`src/rtl/tu_pkg.sv`:
```
package tu_pkg;
  typedef enum logic [1:0] {
    REG_RELOAD = 2'd0,
    REG_COUNT  = 2'd1,
    REG_CTRL   = 2'd2,
    REG_CAPT   = 2'd3
  } reg_idx_e;

  localparam int OCTL_ADDR  = 'h00;
  localparam int START_ADDR = 'h04;

  localparam int CTL_IE   = 5;
  localparam int CTL_FLAG = 8;

  function automatic int chan_base(input int ch);
    case (ch)
      0:       return 'h08;
      1:       return 'h14;
      default: return 'h20;
    endcase
  endfunction
endpackage

```
`src/rtl/tu_prescale.sv`:
```
module tu_prescale #(
  parameter int PSW = 10
) (
  input  logic       clk,
  input  logic       rst_n,
  input  logic       run,
  input  logic       clr,
  input  logic [2:0] sel,
  output logic       tick
);
  logic [PSW-1:0] pre_q;
  logic [PSW-1:0] mask;
  logic           sel_ok;

  always_comb begin
    sel_ok = (sel <= 3'd4);
    mask   = '0;
    for (int k = 0; k < PSW; k++)
      if (k < 2 * int'(sel) + 2) mask[k] = 1'b1;
  end

  assign tick = run && sel_ok && ((pre_q & mask) == mask);

  always_ff @(posedge clk or negedge rst_n) begin
    if (!rst_n)   pre_q <= '0;
    else if (clr) pre_q <= '0;
    else if (run) pre_q <= pre_q + 1'b1;
  end

  AST_NO_TICK_RESERVED: assert property (@(posedge clk) disable iff (!rst_n)
    (sel > 3'd4) |-> !tick);
endmodule

```
`src/rtl/tu_chan.sv`:
```
module tu_chan
  import tu_pkg::*;
#(
  parameter int DW       = 32,
  parameter bit HAS_CAPT = 1'b0,
  parameter int PSW      = 10
) (
  input  logic          clk,
  input  logic          rst_n,
  input  logic          run,
  input  logic          wr,
  input  reg_idx_e      idx,
  input  logic [DW-1:0] wdata,
  output logic [DW-1:0] rdata,
  output logic          irq
);
  logic [DW-1:0] reload_q, cnt_q, capt_q;
  logic [2:0]    sel_q;
  logic          ie_q, flag_q, tick;
  logic          wr_reload, wr_cnt, wr_ctl, wr_capt;

  assign wr_reload = wr && (idx == REG_RELOAD);
  assign wr_cnt    = wr && (idx == REG_COUNT);
  assign wr_ctl    = wr && (idx == REG_CTRL);
  assign wr_capt   = wr && (idx == REG_CAPT) && HAS_CAPT;

  tu_prescale #(.PSW(PSW)) u_pre (
    .clk(clk), .rst_n(rst_n), .run(run), .clr(wr_ctl), .sel(sel_q), .tick(tick)
  );

  always_ff @(posedge clk or negedge rst_n) begin
    if (!rst_n) begin
      reload_q <= '1;
      cnt_q    <= '1;
      sel_q    <= '0;
      ie_q     <= 1'b0;
      flag_q   <= 1'b0;
      capt_q   <= '0;
    end else begin
      if (wr_reload) reload_q <= wdata;
      if (wr_capt)   capt_q   <= wdata;
      if (wr_ctl) begin
        sel_q <= wdata[2:0];
        ie_q  <= wdata[CTL_IE];
      end
      if (wr_cnt)          cnt_q <= wdata;
      else if (tick)       cnt_q <= (cnt_q == '0) ? reload_q : cnt_q - 1'b1;
      if (tick && !wr_cnt && cnt_q == '0)  flag_q <= 1'b1;
      else if (wr_ctl && !wdata[CTL_FLAG]) flag_q <= 1'b0;
    end
  end

  always_comb begin
    rdata = '0;
    case (idx)
      REG_RELOAD: rdata = reload_q;
      REG_COUNT:  rdata = cnt_q;
      REG_CTRL: begin
        rdata[2:0]      = sel_q;
        rdata[CTL_IE]   = ie_q;
        rdata[CTL_FLAG] = flag_q;
      end
      default:    rdata = HAS_CAPT ? capt_q : '0;
    endcase
  end

  assign irq = flag_q && ie_q;

  AST_COUNT_HOLD: assert property (@(posedge clk) disable iff (!rst_n)
    (!run && !wr_cnt) |=> $stable(cnt_q));
  AST_COUNT_DEC: assert property (@(posedge clk) disable iff (!rst_n)
    (tick && !wr_cnt && cnt_q != '0) |=> (cnt_q == $past(cnt_q) - 1'b1));
  AST_UNDERFLOW_RELOAD: assert property (@(posedge clk) disable iff (!rst_n)
    (tick && !wr_cnt && cnt_q == '0) |=> (cnt_q == $past(reload_q) && flag_q));
endmodule

```
`src/rtl/multi_timer_unit.sv`:
```
module multi_timer_unit
  import tu_pkg::*;
#(
  parameter int DW        = 32,
  parameter int AW        = 8,
  parameter int PSW       = 10,
  parameter bit THREE_CH  = 1'b1,
  parameter bit OUTCTL_EN = 1'b1
) (
  input  logic          clk,
  input  logic          rst_n,
  input  logic [AW-1:0] bus_addr,
  input  logic          bus_wr,
  input  logic          bus_rd,
  input  logic [DW-1:0] bus_wdata,
  output logic [DW-1:0] bus_rdata,
  output logic [2:0]    irq_o
);
  localparam int NCH = THREE_CH ? 3 : 2;

  logic [NCH-1:0] start_q;
  logic           oc_q;
  logic [NCH-1:0] ch_hit;
  logic [NCH-1:0] ch_irq;
  reg_idx_e       ch_idx [NCH];
  logic [DW-1:0]  ch_rd  [NCH];
  logic           hit_oc, hit_start, addr_ok;
  logic [DW-1:0]  rd_mux;

  assign hit_oc    = (bus_addr == AW'(OCTL_ADDR)) && OUTCTL_EN;
  assign hit_start = (bus_addr == AW'(START_ADDR));

  for (genvar g = 0; g < NCH; g++) begin : g_ch
    localparam int BASE = chan_base(g);
    localparam int NREG = (g == 2) ? 4 : 3;
    logic [AW-1:0] off;
    assign off       = bus_addr - AW'(BASE);
    assign ch_hit[g] = (bus_addr >= AW'(BASE)) && (off < AW'(NREG * 4)) &&
                       (bus_addr[1:0] == 2'b00);
    assign ch_idx[g] = reg_idx_e'(off[3:2]);

    tu_chan #(.DW(DW), .HAS_CAPT(g == 2), .PSW(PSW)) u_ch (
      .clk(clk), .rst_n(rst_n), .run(start_q[g]), .wr(bus_wr && ch_hit[g]),
      .idx(ch_idx[g]), .wdata(bus_wdata), .rdata(ch_rd[g]), .irq(ch_irq[g])
    );
  end

  assign addr_ok = hit_oc || hit_start || (|ch_hit);

  always_comb begin
    rd_mux = '0;
    if (hit_oc)    rd_mux[0] = oc_q;
    if (hit_start) rd_mux[NCH-1:0] = start_q;
    for (int i = 0; i < NCH; i++)
      if (ch_hit[i]) rd_mux = ch_rd[i];
  end

  always_comb begin
    irq_o = '0;
    for (int i = 0; i < NCH; i++) irq_o[i] = ch_irq[i];
  end

  always_ff @(posedge clk or negedge rst_n) begin
    if (!rst_n) begin
      start_q   <= '0;
      oc_q      <= 1'b0;
      bus_rdata <= '0;
    end else begin
      if (bus_wr && hit_start) start_q <= bus_wdata[NCH-1:0];
      if (bus_wr && hit_oc)    oc_q    <= bus_wdata[0];
      if (bus_rd)              bus_rdata <= rd_mux;
    end
  end

  AST_START_LOAD: assert property (@(posedge clk) disable iff (!rst_n)
    (bus_wr && bus_addr == AW'(START_ADDR)) |=> (start_q == $past(bus_wdata[NCH-1:0])));
  AST_BAD_READ_ZERO: assert property (@(posedge clk) disable iff (!rst_n)
    (bus_rd && !addr_ok) |=> (bus_rdata == '0));
endmodule

```
`config.mk`:
```
export PLATFORM = sky130hd
export DESIGN_NAME = multi_timer_unit
export DESIGN_NICKNAME = d
export VERILOG_FILES = /design/src/rtl/tu_pkg.sv /design/src/rtl/tu_prescale.sv /design/src/rtl/tu_chan.sv /design/src/rtl/multi_timer_unit.sv
export SDC_FILE = /design/constraint.sdc
export NUM_CORES = 1
export LEC_CHECK = 0
export BUFFER_PORTS_ARGS = -buffer_cell sky130_fd_sc_hd__buf_4
export CORE_MARGIN = 5
export CORE_UTILIZATION = 55
export DETAILED_ROUTE_END_ITERATION = 10
export PLACE_DENSITY_LB_ADDON = 0.08
export SYNTH_ARGS = -nofsm -noshare
export SYNTH_HDL_FRONTEND = slang
export SYNTH_SLANG_ARGS = --single-unit
```
`constraint.sdc`:
```
create_clock -name clk -period 2.5 [get_ports clk]
set_input_delay 0.375 -clock clk [delete_from_list [all_inputs] [get_ports clk]]
set_output_delay 0.375 -clock clk [all_outputs]
set_load 0.01 [all_outputs]
```
* Yosys cells after proc, flatten, opt, wreduce, memory -nomap -nowiden
Cells that the tools add are included.
W data, S select, Z words.
** Storage, ports and cells
- Register bits :: 305
- Input port bits :: 44
- Output and inout port bits :: 35
** Operators by class
- Add/subtract/negate cells :: 12
- Order comparisons :: 39
- Equal/unequal tests :: 11
- Muxes and demuxes :: 74
- Bitwise logic cells :: 3
- Reduce and logical (&&, ||, !) cells :: 60
** Operators by type and width (count)
- $lt A4 B32 Y1 const A :: 12
- $mux W32 :: 12
- $lt A3 B32 Y1 const A :: 6
- $logic_not A32 Y1 :: 3
- $lt A1 B32 Y1 const A :: 3
- $lt A2 B32 Y1 const A :: 3
- $lt A5 B32 Y1 const A :: 3
- $sub A32 B1 Y32 const B :: 3
- $pmux W23 S2 :: 2
- $pmux W23 S3 :: 1
- $mux W10 :: 6
- $logic_and A1 B1 Y1 :: 39
- $mux W1 :: 37
- $add A10 B1 Y10 const B :: 3
- $and A10 B10 Y10 :: 3
- $eq A10 B10 Y1 :: 3
- $pmux W3 S3 :: 3
- $pmux W1 S3 :: 6
- $reduce_bool A2 Y1 :: 9
- $lt A8 B4 Y1 const B :: 2
- $pmux W2 S2 :: 4
- $add A4 B2 Y5 const B :: 3
- $lt A4 B5 Y1 const A :: 3
- $pmux W2 S3 :: 2
- 15 further kinds :: 28

* Depth between registers and ports, before layout
Gate-level depths: netlist of run 1.
- Depth after elaboration :: 10
- Gate-level depth with buffers :: 12
- Depth with buffers taken out :: 8

* Hierarchy
A second synthesis of run 1 with hierarchy kept.
** Unflattened totals
- Cell total of the unflattened synthesis :: 1796
- Area total of the unflattened synthesis :: 18999.5 um^2
** Modules (own cells, without submodules)
- tu_chan (g_ch[0].u_ch ...) :: times used 2, cells each 423, area each 4342.9 um^2, sequential area each 1806.7 um^2
- tu_chan (g_ch[2].u_ch) :: times used 1, cells each 478, area each 5901.9 um^2, sequential area each 2607.5 um^2
- multi_timer_unit :: times used 1, cells each 277, area each 2576.2 um^2, sequential area each 900.9 um^2
- tu_prescale :: times used 3, cells each 65, area each 611.8 um^2, sequential area each 250.2 um^2

* Worst setup path before layout of run 1
OpenSTA, ideal clock, no wires.
- Path type :: input port to flip-flop
- From :: in bus_addr[5]
- To :: reg g_ch[1].u_ch.cnt_q[23]
- Data arrival time :: 2.855 ns
- Data required time :: 2.417 ns
- Path slack :: -0.438 ns
- Stages on the path :: 12
- Cells stage by stage :: clkbuf_1 > inv_1 > ha_1 > nor2b_1 > a222oi_1 > and4b_1 > clkbuf_1 > nand3b_1 > clkbuf_1 > clkbuf_1 > a211oi_1 > a221o_1
** On the way
- Cells in the longest elaborated chain, start to end :: 7
- Elaborated cells between the ends (all ways) :: 9
- Classes of those cells :: 1 x add/sub; 2 x order compare; 1 x mux; 5 x reduce/logical
** RTL lines
- from (decl) :: line multi_timer_unit.sv:12 : input logic [AW-1:0] bus_addr,
- $sub A8 B5 Y8 :: line multi_timer_unit.sv:37 : assign off = bus_addr - AW'(BASE);
- $lt A8 B4 Y1 :: line multi_timer_unit.sv:38 : assign ch_hit[g] = (bus_addr >= AW'(BASE)) && (off < AW'(NREG * 4)) &&
- $logic_and A1 B1 Y1 * (2 in a row) :: line multi_timer_unit.sv:38
- $logic_and A1 B1 Y1 * :: line multi_timer_unit.sv:43 : .clk(clk), .rst_n(rst_n), .run(start_q[g]), .wr(bus_wr && ch_hit[g]),
- $logic_and A1 B1 Y1 * :: line tu_chan.sv:23 : assign wr_cnt = wr && (idx == REG_COUNT);
- $mux W32 or $reduce_bool A2 Y1 (tied branches)
- to (signal assigned) :: line tu_chan.sv:46 : if (wr_cnt) cnt_q <= wdata;
- to (signal assigned) :: line tu_chan.sv:47 : else if (tick) cnt_q <= (cnt_q == '0) ? reload_q : cnt_q - 1'b1;
- to (decl) :: line tu_chan.sv:17 : logic [DW-1:0] reload_q, cnt_q, capt_q;
Every way passes the cells marked *; elsewhere a longest branch is shown, timed or not.
A chain may end at the register's enable or synchronous reset.

* Final worst setup path of run 1
- From :: reg g_ch[1].u_ch.cnt_q[12]
- To :: reg g_ch[1].u_ch.cnt_q[22]
** On the way
- Cells in the longest elaborated chain, start to end :: 4
- Elaborated cells between the ends (all ways) :: 5
- Classes of those cells :: 1 x add/sub; 3 x mux; 1 x reduce/logical
** RTL lines (line)
- $sub A32 B1 Y32 or $logic_not A32 Y1 (tied branches) :: tu_chan.sv:47
- $mux W32 * (2 in a row) :: tu_chan.sv:47
- $mux W32 * :: tu_chan.sv:46
Every way passes the cells marked *; elsewhere a longest branch is shown, timed or not. The select of a mux whose other input is x is not followed.

==> results of run 1 <==
==> worst max path at each step <==
stage	to	slack, ns	cells past startpoint	from
floorplan	g_ch[1].u_ch.cnt_q[23]$_DFFE_PN1P_	-0.15	9	g_ch[1].u_ch.cnt_q[12]$_DFFE_PN1P_
global placement	bus_rdata[24]$_DFFE_PN0P_	-0.16	11	bus_addr[3]
detailed placement	bus_rdata[24]$_DFFE_PN0P_	-0.17	11	bus_addr[3]
CTS	g_ch[1].u_ch.cnt_q[22]$_DFFE_PN1P_	-0.08	7	g_ch[1].u_ch.cnt_q[12]$_DFFE_PN1P_
global route	g_ch[1].u_ch.cnt_q[20]$_DFFE_PN1P_	-0.16	7	g_ch[1].u_ch.cnt_q[12]$_DFFE_PN1P_
finish	g_ch[1].u_ch.cnt_q[22]$_DFFE_PN1P_	-0.07	7	g_ch[1].u_ch.cnt_q[12]$_DFFE_PN1P_
==> report_power, final <==
group	switching (mW)	internal [mW]
registers	0.753	5.82
logic	1.82	1.49
clock network	2.12	3.24
total	4.69	10.6
==> metrics by stage <==
stage / cell area, µm² / setup WS, ns
finish: 21440 / -0.07235
global route: 21440 / -0.1649
CTS: 21390 / -0.07793
detailed placement: 20170 / -0.1730
global placement: 20170 / -0.1605
floorplan: 18210 / -0.1539
==> logic make-up (layout without fill, tap and decap cells) <==
kind of cell	after synthesis	after routing	share of synthesized area, %
compound gates	536	536	19.77
xor+xnor	80	80	3.869
fa+ha+maj	30	30	2.073
buf+inv	219	357	4.795
flops	305	305	43.47
mux	156	156	9.570
simple gates	609	609	16.44
==> state kept, by name, summed over array words and instances (netlist names) <==
signal	count
bus_rdata	32
g_ch.u_ch.capt_q	32
g_ch.u_ch.cnt_q	96
g_ch.u_ch.flag_q	3
g_ch.u_ch.ie_q	3
g_ch.u_ch.reload_q	96
g_ch.u_ch.sel_q	9
g_ch.u_ch.u_pre.pre_q	30
oc_q	1
start_q	3
==> what timing repair did <==
item                                   in CTS  in global routing
endpoints found under the hold margin      35                  0
pin swaps                                   0                  1
setup buffers                               0                  1
hold buffers                                1                  0
gates resized for setup                     6                 16
setup endpoints to repair                  24                 60
==> metal layers <==
layer / track usage (%) / vias up / part of all wire [%]
met5: 0 / - / 0
met4: 7.652 / 0 / 2.2
met3: 4.803 / 105 / 7.9
met2: 47.38 / 693 / 46
met1: 45.11 / 7995 / 44
li1: - / 7392 / -
==> final cells by class <==
cell class                      count  area [µm²]
Tap cell                          442       553.0
Sequential cell                   305        7875
Fill cell                        2716       11090
Clock inverter                     10       125.1
Inverter                           59       221.5
Timing Repair Buffer              234        2111
Multi-Input combinational cell   1411        9497
Clock buffer                       54        1060
==> cell usage in the layout (no fill, tap or decap), types with 19 or more instances in the layout <==
master	netlist	routed
a22oi_1	78	78
nor3_1	99	96
a221o_1	19	19
nand3_1	44	43
and3_1	34	33
a21oi_1	71	70
mux2i_1	19	19
clkbuf_16	0	37
buf_4	3	202
a211oi_1	37	37
nor2_1	154	153
dfrtp_1	113	111
xnor2_1	53	53
inv_1	58	56
nand2_1	137	135
xor2_1	27	27
dfstp_2	192	192
nor4_1	30	25
o22ai_1	46	46
o21ai_0	142	136
mux2_2	137	137
o211ai_1	23	23
buf_12	0	26
nand4_1	29	29
a22o_1	31	31
ha_1	30	26
==> worst min-delay path, stage by stage <==
cell and delay [ns]:
buf_4 0.16, nand2_1 0.06, o21ai_0 0.07
==> out/metrics.json, run 1 <==
{
  "worst_setup_path_start_kind": "flop",
  "max_cap_viol_count": 0,
  "status": "finished with violations",
  "synthMostInstantiatedCell": "dfstp_2",
  "postSynthRegisterBits": 305,
  "failed_checks": "setup timing",
  "critPathRequiredTime_ns": 2.95,
  "core_region_area_um2": 32540,
  "synthDominantCellAreaShare_pct": 27.86,
  "slowest_delay_ns": 0.54,
  "reg2reg_depth": 7,
  "floorplan.rows": 66,
  "grt_pass1_wl_mm": 89.28,
  "synth_commonest_cells": "dfstp_2, nor2_1, o21ai_0, clkbuf_1",
  "crit_chain": "or4_4, or4_4, or4_4, buf_6, nor2_1, a211oi_1, a221o_1",
  "critical_path_class": "flop to flop",
  "first_global_vias": 15610,
  "cts-buffers-inserted": 37,
  "finalCoreUtilization_pct": 65.90,
  "clockRootBuffer": "clkbuf_16",
  "fp.dieW_um": 191.5,
  "syn_avg_cell_area_um2": 9.358,
  "timing_hold_violations_final": 0,
  "netlist_top_cells_area": "dfstp_2, dfrtp_1, mux2_2, o21ai_0, a22oi_1",
  "critPathArrivalTime_ns": 3.02,
  "grt_start_max_net_pins": 69,
  "floorplan.die_area_um2": 36650,
  "clockBufferDepth": 3,
  "synth_warn": 0,
  "gr-total-overflow": 0,
  "cts_tree": "yes",
  "max_clock_freq_ghz": 0.3888,
  "crit_top_cell": "or4_4",
  "chipHeight_um": 191.5,
  "reg_to_reg_critical_path_startpoint": "g_ch[1].u_ch.cnt_q[12]$_DFFE_PN1P_",
  "max-vdd-ir-drop_uv": 503.7,
  "unrepaired_setup_endpoints_after_global_routing": "true",
  "cts.reportedPaths.clkPinSlew_ns": 0.06,
  "port_buffers": 78,
  "area_delta_synth_final_pct": 18.41,
  "gp_congestion": 0.9455,
  "num_antenna_cells": 0,
  "worstPathMaxFanout": 18,
  "hp-start": "bus_wdata[18]",
  "total_power_mw": 15.24,
  "dr_total_vias": 16190,
  "async_reset_ff_share_pct": 100.0,
  "clock_skew_ns": 0.01965,
  "timing_worst_slew_pin_value_ns": 0.5944,
  "cts.sink_count": 305,
  "final_setup_violation_count": 19,
  "count_of_flip_flops_with_a_built_in_enable_after_synthesis": 0,
  "final_max_slew_viol_count": 0,
  "start_util_pct": 55.66,
  "avgViaCountPerCell": 6.435,
  "post-dp-hpwl_mm": 39.24,
  "whs_endpoint": "g_ch[0].u_ch.cnt_q[18]$_DFFE_PN1P_",
  "ff2ff_setup_slack_ns": -0.07,
  "yosysTopAreaCell": "dfstp_2",
  "hold_path_depth": 3,
  "worstSkewPairLatency_ns": 0.52,
  "drc": 0,
  "number_of_instances_in_the_synthesized_netlist": 1935,
  "fin_tns_setup_ns": -1.099,
  "worst_slack_ns": -0.07235,
  "timing.max_slew.rel_slack_pct": 60.37,
  "powerDensity_nw_per_um2": 710.8,
  "min_path_type": "primary input to flop",
  "netlist_area_um2": 18110,
  "synth-main-ff-cell": "dfstp_2",
  "static_leakage_nw": 8.778,
  "htree_levels": 2,
  "cp-end-kind": "flop",
  "seq_area_frac_synth_pct": 43.47,
  "crit_family": "simple AND/OR/NAND/NOR gates",
  "postSynthNetCount": 2009,
  "drt.antenna.violating_nets": 0,
  "groute.usage.overall_pct": 30.57,
  "drtIter0Drc": 1715,
  "final_nets": 2122,
  "routedWlPerCell_um": 22.45,
  "period_needed_ns": 2.572,
  "min_period_over_period_pct": 102.9,
  "critical_path.reg2reg.endpoint": "g_ch[1].u_ch.cnt_q[22]$_DFFE_PN1P_",
  "io-pin-count": 79,
  "postRouteWirelength_mm": 56.46,
  "drt_pre_antenna_iters": 8,
  "grt_antenna_before_repair": 1,
  "finish.cell_count_without_fillers": 2515,
  "dpl.cell_count": 2449,
  "drive_above_1_share_pct": 31.93,
  "final.hold.worst_slack_ns": 0.1497,
  "synth_cell_types": 70,
  "cp.buffers_inverters": 1,
  "worst_path_max_delay_cell": "or4_4"
}
Note: power is estimated with default switching activity, not from simulation.
==> run 2, diff against run 1 <==
==> constraint.sdc (replaced) <==
create_clock -name clk -period 2.5 [get_ports clk]
set_input_delay 0.125 -clock clk [delete_from_list [all_inputs] [get_ports clk]]
set_output_delay 0.125 -clock clk [all_outputs]
set_load 0.01 [all_outputs]
==> run 2 against run 1 <==
The run still ends with setup timing left. Combinational power is 2% higher. Critical path type unchanged. Fmax is 0.79% lower. Critical path depth unchanged. Via count grew 0.65%. Utilization increased by 1.0 points. Global-route usage grew 0.30 points. Critical endpoint is now g_ch[1].u_ch.cnt_q[20]$_DFFE_PN1P_. Non-clock buffer count is 18 higher. Power rose by 0.74%.
==> out/metrics.json, run 2 (synthesis gave the netlist of run 1 again) <==
{
  "postRouteWirelength": {"value": 57.15, "unit": "mm", "change": "was 56.46 mm"},
  "start_util": {"value": 55.66, "unit": "%", "change": "unchanged"},
  "routedWlPerCell": {"value": 22.55, "unit": "µm", "change": "was 22.45 µm"},
  "min_period_over_period": {"value": 103.7, "unit": "%", "change": "was 102.9%"},
  "drtIter0Drc": {"value": 1662, "change": "was 1715"},
  "floorplan.die_area": {"value": 36650, "unit": "µm²", "change": "unchanged"},
  "drt.antenna.violating_nets": {"value": 0, "change": "unchanged"},
  "hold_path_depth": {"value": 3, "change": "unchanged"},
  "worstPathMaxFanout": {"value": 8, "change": "was 18"},
  "drive_above_1_share": {"value": 32.39, "unit": "%", "change": "was 31.93%"},
  "status": {"value": "finished with violations", "change": "unchanged"},
  "clock_skew": {"value": 0.01256, "unit": "ns", "change": "was 0.01965 ns"},
  "io-pin-count": {"value": 79, "change": "unchanged"},
  "gp_congestion": {"value": 0.9408, "change": "was 0.9455"},
  "max-vdd-ir-drop": {"value": 652.5, "unit": "µV", "change": "was 503.7 µV"},
  "area_delta_synth_final": {"value": 20.20, "unit": "%", "change": "was 18.41%"},
  "finalCoreUtilization": {"value": 66.90, "unit": "%", "change": "was 65.90%"},
  "area_used_by_multi_input_combinational_logic": {"value": 9638, "unit": "µm²", "change": "was 9497 µm²"},
  "num_antenna_cells": {"value": 0, "change": "unchanged"},
  "critical_path.reg2reg.endpoint": {"value": "g_ch[1].u_ch.cnt_q[20]$_DFFE_PN1P_", "change": "was g_ch[1].u_ch.cnt_q[22]$_DFFE_PN1P_"},
  "final_nets": {"value": 2139, "change": "was 2122"},
  "fp.dieW": {"value": 191.5, "unit": "µm", "change": "unchanged"},
  "first_global_vias": {"value": 15830, "change": "was 15610"},
  "cts.reportedPaths.clkPinSlew": {"value": 0.06, "unit": "ns", "change": "about the same"},
  "post-dp-hpwl": {"value": 38.78, "unit": "mm", "change": "was 39.24 mm"},
  "critPathArrivalTime": {"value": 3.04, "unit": "ns", "change": "was 3.02 ns"},
  "failed_checks": {"value": "setup timing", "change": "unchanged"},
  "cp-end-kind": {"value": "flop", "change": "unchanged"},
  "cts_tree": {"value": "yes", "change": "unchanged"},
  "final_setup_violation_count": {"value": 20, "change": "was 19"},
  "worst_slack": {"value": -0.09274, "unit": "ns", "change": "was -0.07235 ns"},
  "static_leakage": {"value": 8.842, "unit": "nW", "change": "was 8.778 nW"},
  "drc": {"value": 0, "change": "unchanged"},
  "dr_total_vias": {"value": 16290, "change": "was 16190"},
  "reg2reg_depth": {"value": 7, "change": "unchanged"},
  "fillerInstances": {"value": 2675, "change": "was 2716"},
  "hp-start": {"value": "bus_wr", "change": "was bus_wdata[18]"},
  "timing_worst_slew_pin_value": {"value": 0.7266, "unit": "ns", "change": "was 0.5944 ns"},
  "clockRootBuffer": {"value": "clkbuf_16", "change": "unchanged"},
  "timing.max_slew.rel_slack": {"value": 51.56, "unit": "%", "change": "was 60.37%"},
  "htree_levels": {"value": 2, "change": "unchanged"},
  "layout_commonest_cell": {"value": "buf_4", "change": "unchanged"},
  "groute.usage.overall": {"value": 30.87, "unit": "%", "change": "was 30.57%"},
  "critPathRequiredTime": {"value": 2.95, "unit": "ns", "change": "about the same"},
  "drt_pre_antenna_iters": {"value": 6, "change": "was 8"},
  "whs_endpoint": {"value": "oc_q$_DFFE_PN0P_", "change": "was g_ch[0].u_ch.cnt_q[18]$_DFFE_PN1P_"},
  "core_region_area": {"value": 32540, "unit": "µm²", "change": "unchanged"},
  "grt_pass1_wl": {"value": 89.96, "unit": "mm", "change": "was 89.28 mm"},
  "reg_to_reg_critical_path_startpoint": {"value": "g_ch[1].u_ch.cnt_q[12]$_DFFE_PN1P_", "change": "unchanged"},
  "final_max_slew_viol_count": {"value": 0, "change": "unchanged"},
  "unrepaired_setup_endpoints_after_global_routing": {"value": "true", "change": "unchanged"},
  "avgViaCountPerCell": {"value": 6.426, "change": "was 6.435"},
  "worstSkewPairLatency": {"value": 0.53, "unit": "ns", "change": "was 0.52 ns"},
  "port_buffers": {"value": 78, "change": "unchanged"},
  "area_taken_by_flip_flops_and_latches": {"value": 7874, "unit": "µm²", "change": "was 7875 µm²"},
  "max_clock_freq": {"value": 0.3857, "unit": "GHz", "change": "was 0.3888 GHz"},
  "floorplan.rows": {"value": 66, "change": "unchanged"},
  "final_cell_mix": {"value": "buf_4, dfstp_2, nor2_1", "change": "unchanged"},
  "max_cap_viol_count": {"value": 0, "change": "unchanged"},
  "grt_antenna_before_repair": {"value": 1, "change": "unchanged"},
  "grt_start_max_net_pins": {"value": 71, "change": "was 69"},
  "total_power": {"value": 15.35, "unit": "mW", "change": "was 15.24 mW"},
  "powerDensity": {"value": 705.4, "unit": "nW/µm²", "change": "was 710.8 nW/µm²"},
  "period_needed": {"value": 2.593, "unit": "ns", "change": "was 2.572 ns"},
  "cts-buffers-inserted": {"value": 36, "change": "was 37"},
  "critical_path_class": {"value": "flop to flop", "change": "unchanged"},
  "clockBufferDepth": {"value": 3, "change": "unchanged"},
  "gr-total-overflow": {"value": 0, "change": "unchanged"},
  "reg_top3": {"value": "g_ch.u_ch.cnt_q x96, g_ch.u_ch.reload_q x96", "change": "unchanged"},
  "final.hold.worst_slack": {"value": 0.05100, "unit": "ns", "change": "was 0.1497 ns"},
  "chipHeight": {"value": 191.5, "unit": "µm", "change": "unchanged"},
  "worst_setup_path_start_kind": {"value": "flop", "change": "unchanged"},
  "fin_tns_setup": {"value": -1.326, "unit": "ns", "change": "was -1.099 ns"},
  "min_path_type": {"value": "primary input to flop", "change": "unchanged"},
  "cts.sink_count": {"value": 305, "change": "unchanged"},
  "dp_slack": {"value": -0.07272, "unit": "ns", "change": "was -0.1730 ns"},
  "ff2ff_setup_slack": {"value": -0.09, "unit": "ns", "change": "was -0.07 ns"},
  "timing_hold_violations_final": {"value": 0, "change": "unchanged"}
}
run 2: worst max-delay path by stage:
stage	cells past startpoint	to	startpoint
final	7	g_ch[1].u_ch.cnt_q[20]$_DFFE_PN1P_	g_ch[1].u_ch.cnt_q[12]$_DFFE_PN1P_
after detailed placement	7	g_ch[1].u_ch.cnt_q[22]$_DFFE_PN1P_	g_ch[1].u_ch.cnt_q[23]$_DFFE_PN1P_
after CTS	7	g_ch[1].u_ch.cnt_q[20]$_DFFE_PN1P_	g_ch[1].u_ch.cnt_q[12]$_DFFE_PN1P_
after global routing	7	g_ch[1].u_ch.cnt_q[20]$_DFFE_PN1P_	g_ch[1].u_ch.cnt_q[12]$_DFFE_PN1P_
after global placement	7	g_ch[1].u_ch.cnt_q[22]$_DFFE_PN1P_	g_ch[1].u_ch.cnt_q[23]$_DFFE_PN1P_
after floorplan	9	g_ch[1].u_ch.cnt_q[13]$_DFFE_PN1P_	g_ch[1].u_ch.cnt_q[12]$_DFFE_PN1P_
run 2: timing repair:
action	4_1_cts	5_1_grt
endpoints found under the setup margin	25	47
cloned	0	2
hold buffers	33	0
pin swaps	0	3
hold endpoints to repair	285	0
buffers inserted	0	1
gates resized for setup	11	41
run 2: final cells by class:
cell class | count | area share [%]
Timing Repair Buffer | 252 | 10.39
Clock inverter | 14 | 0.6208
Clock buffer | 52 | 4.978
Sequential cell | 305 | 36.17
Multi-Input combinational cell | 1411 | 44.28
Inverter | 59 | 1.017
Tap cell | 442 | 2.541
run 2: power by group:
part	switching [mW]	total, mW	leakage (nW)	internal [mW]
Sequential	0.773	6.60	3.42	5.82
Clock	2.16	5.40	0.598	3.23
Combinational	1.85	3.36	4.82	1.51
Total	4.79	15.4	8.84	10.6
run 2: per-layer routing:
metal	vias up	wire, µm	GRT usage (%)
met4	0	1201	7.514
met2	643	26790	49.29
li1	7423	-	-
met5	-	0	0
met1	8126	24870	44.15
met3	99	4291	5.259
run 2: worst max-delay path: stages (launching register included):
cell,delay [ns]
dfstp_2,0.37
or4_4,0.53
or4_4,0.43
or4_4,0.57
clkbuf_16,0.20
nor2_1,0.08
a211oi_1,0.05
a221o_1,0.27
run 2: stage by stage:
step / instances / cell area (µm²)
after floorplan: 1935 / 18190
after global placement: 2433 / 19960
after global routing: 2535 / 21770
final: 2535 / 21770
after detailed placement: 2433 / 19960
after CTS: 2532 / 21540
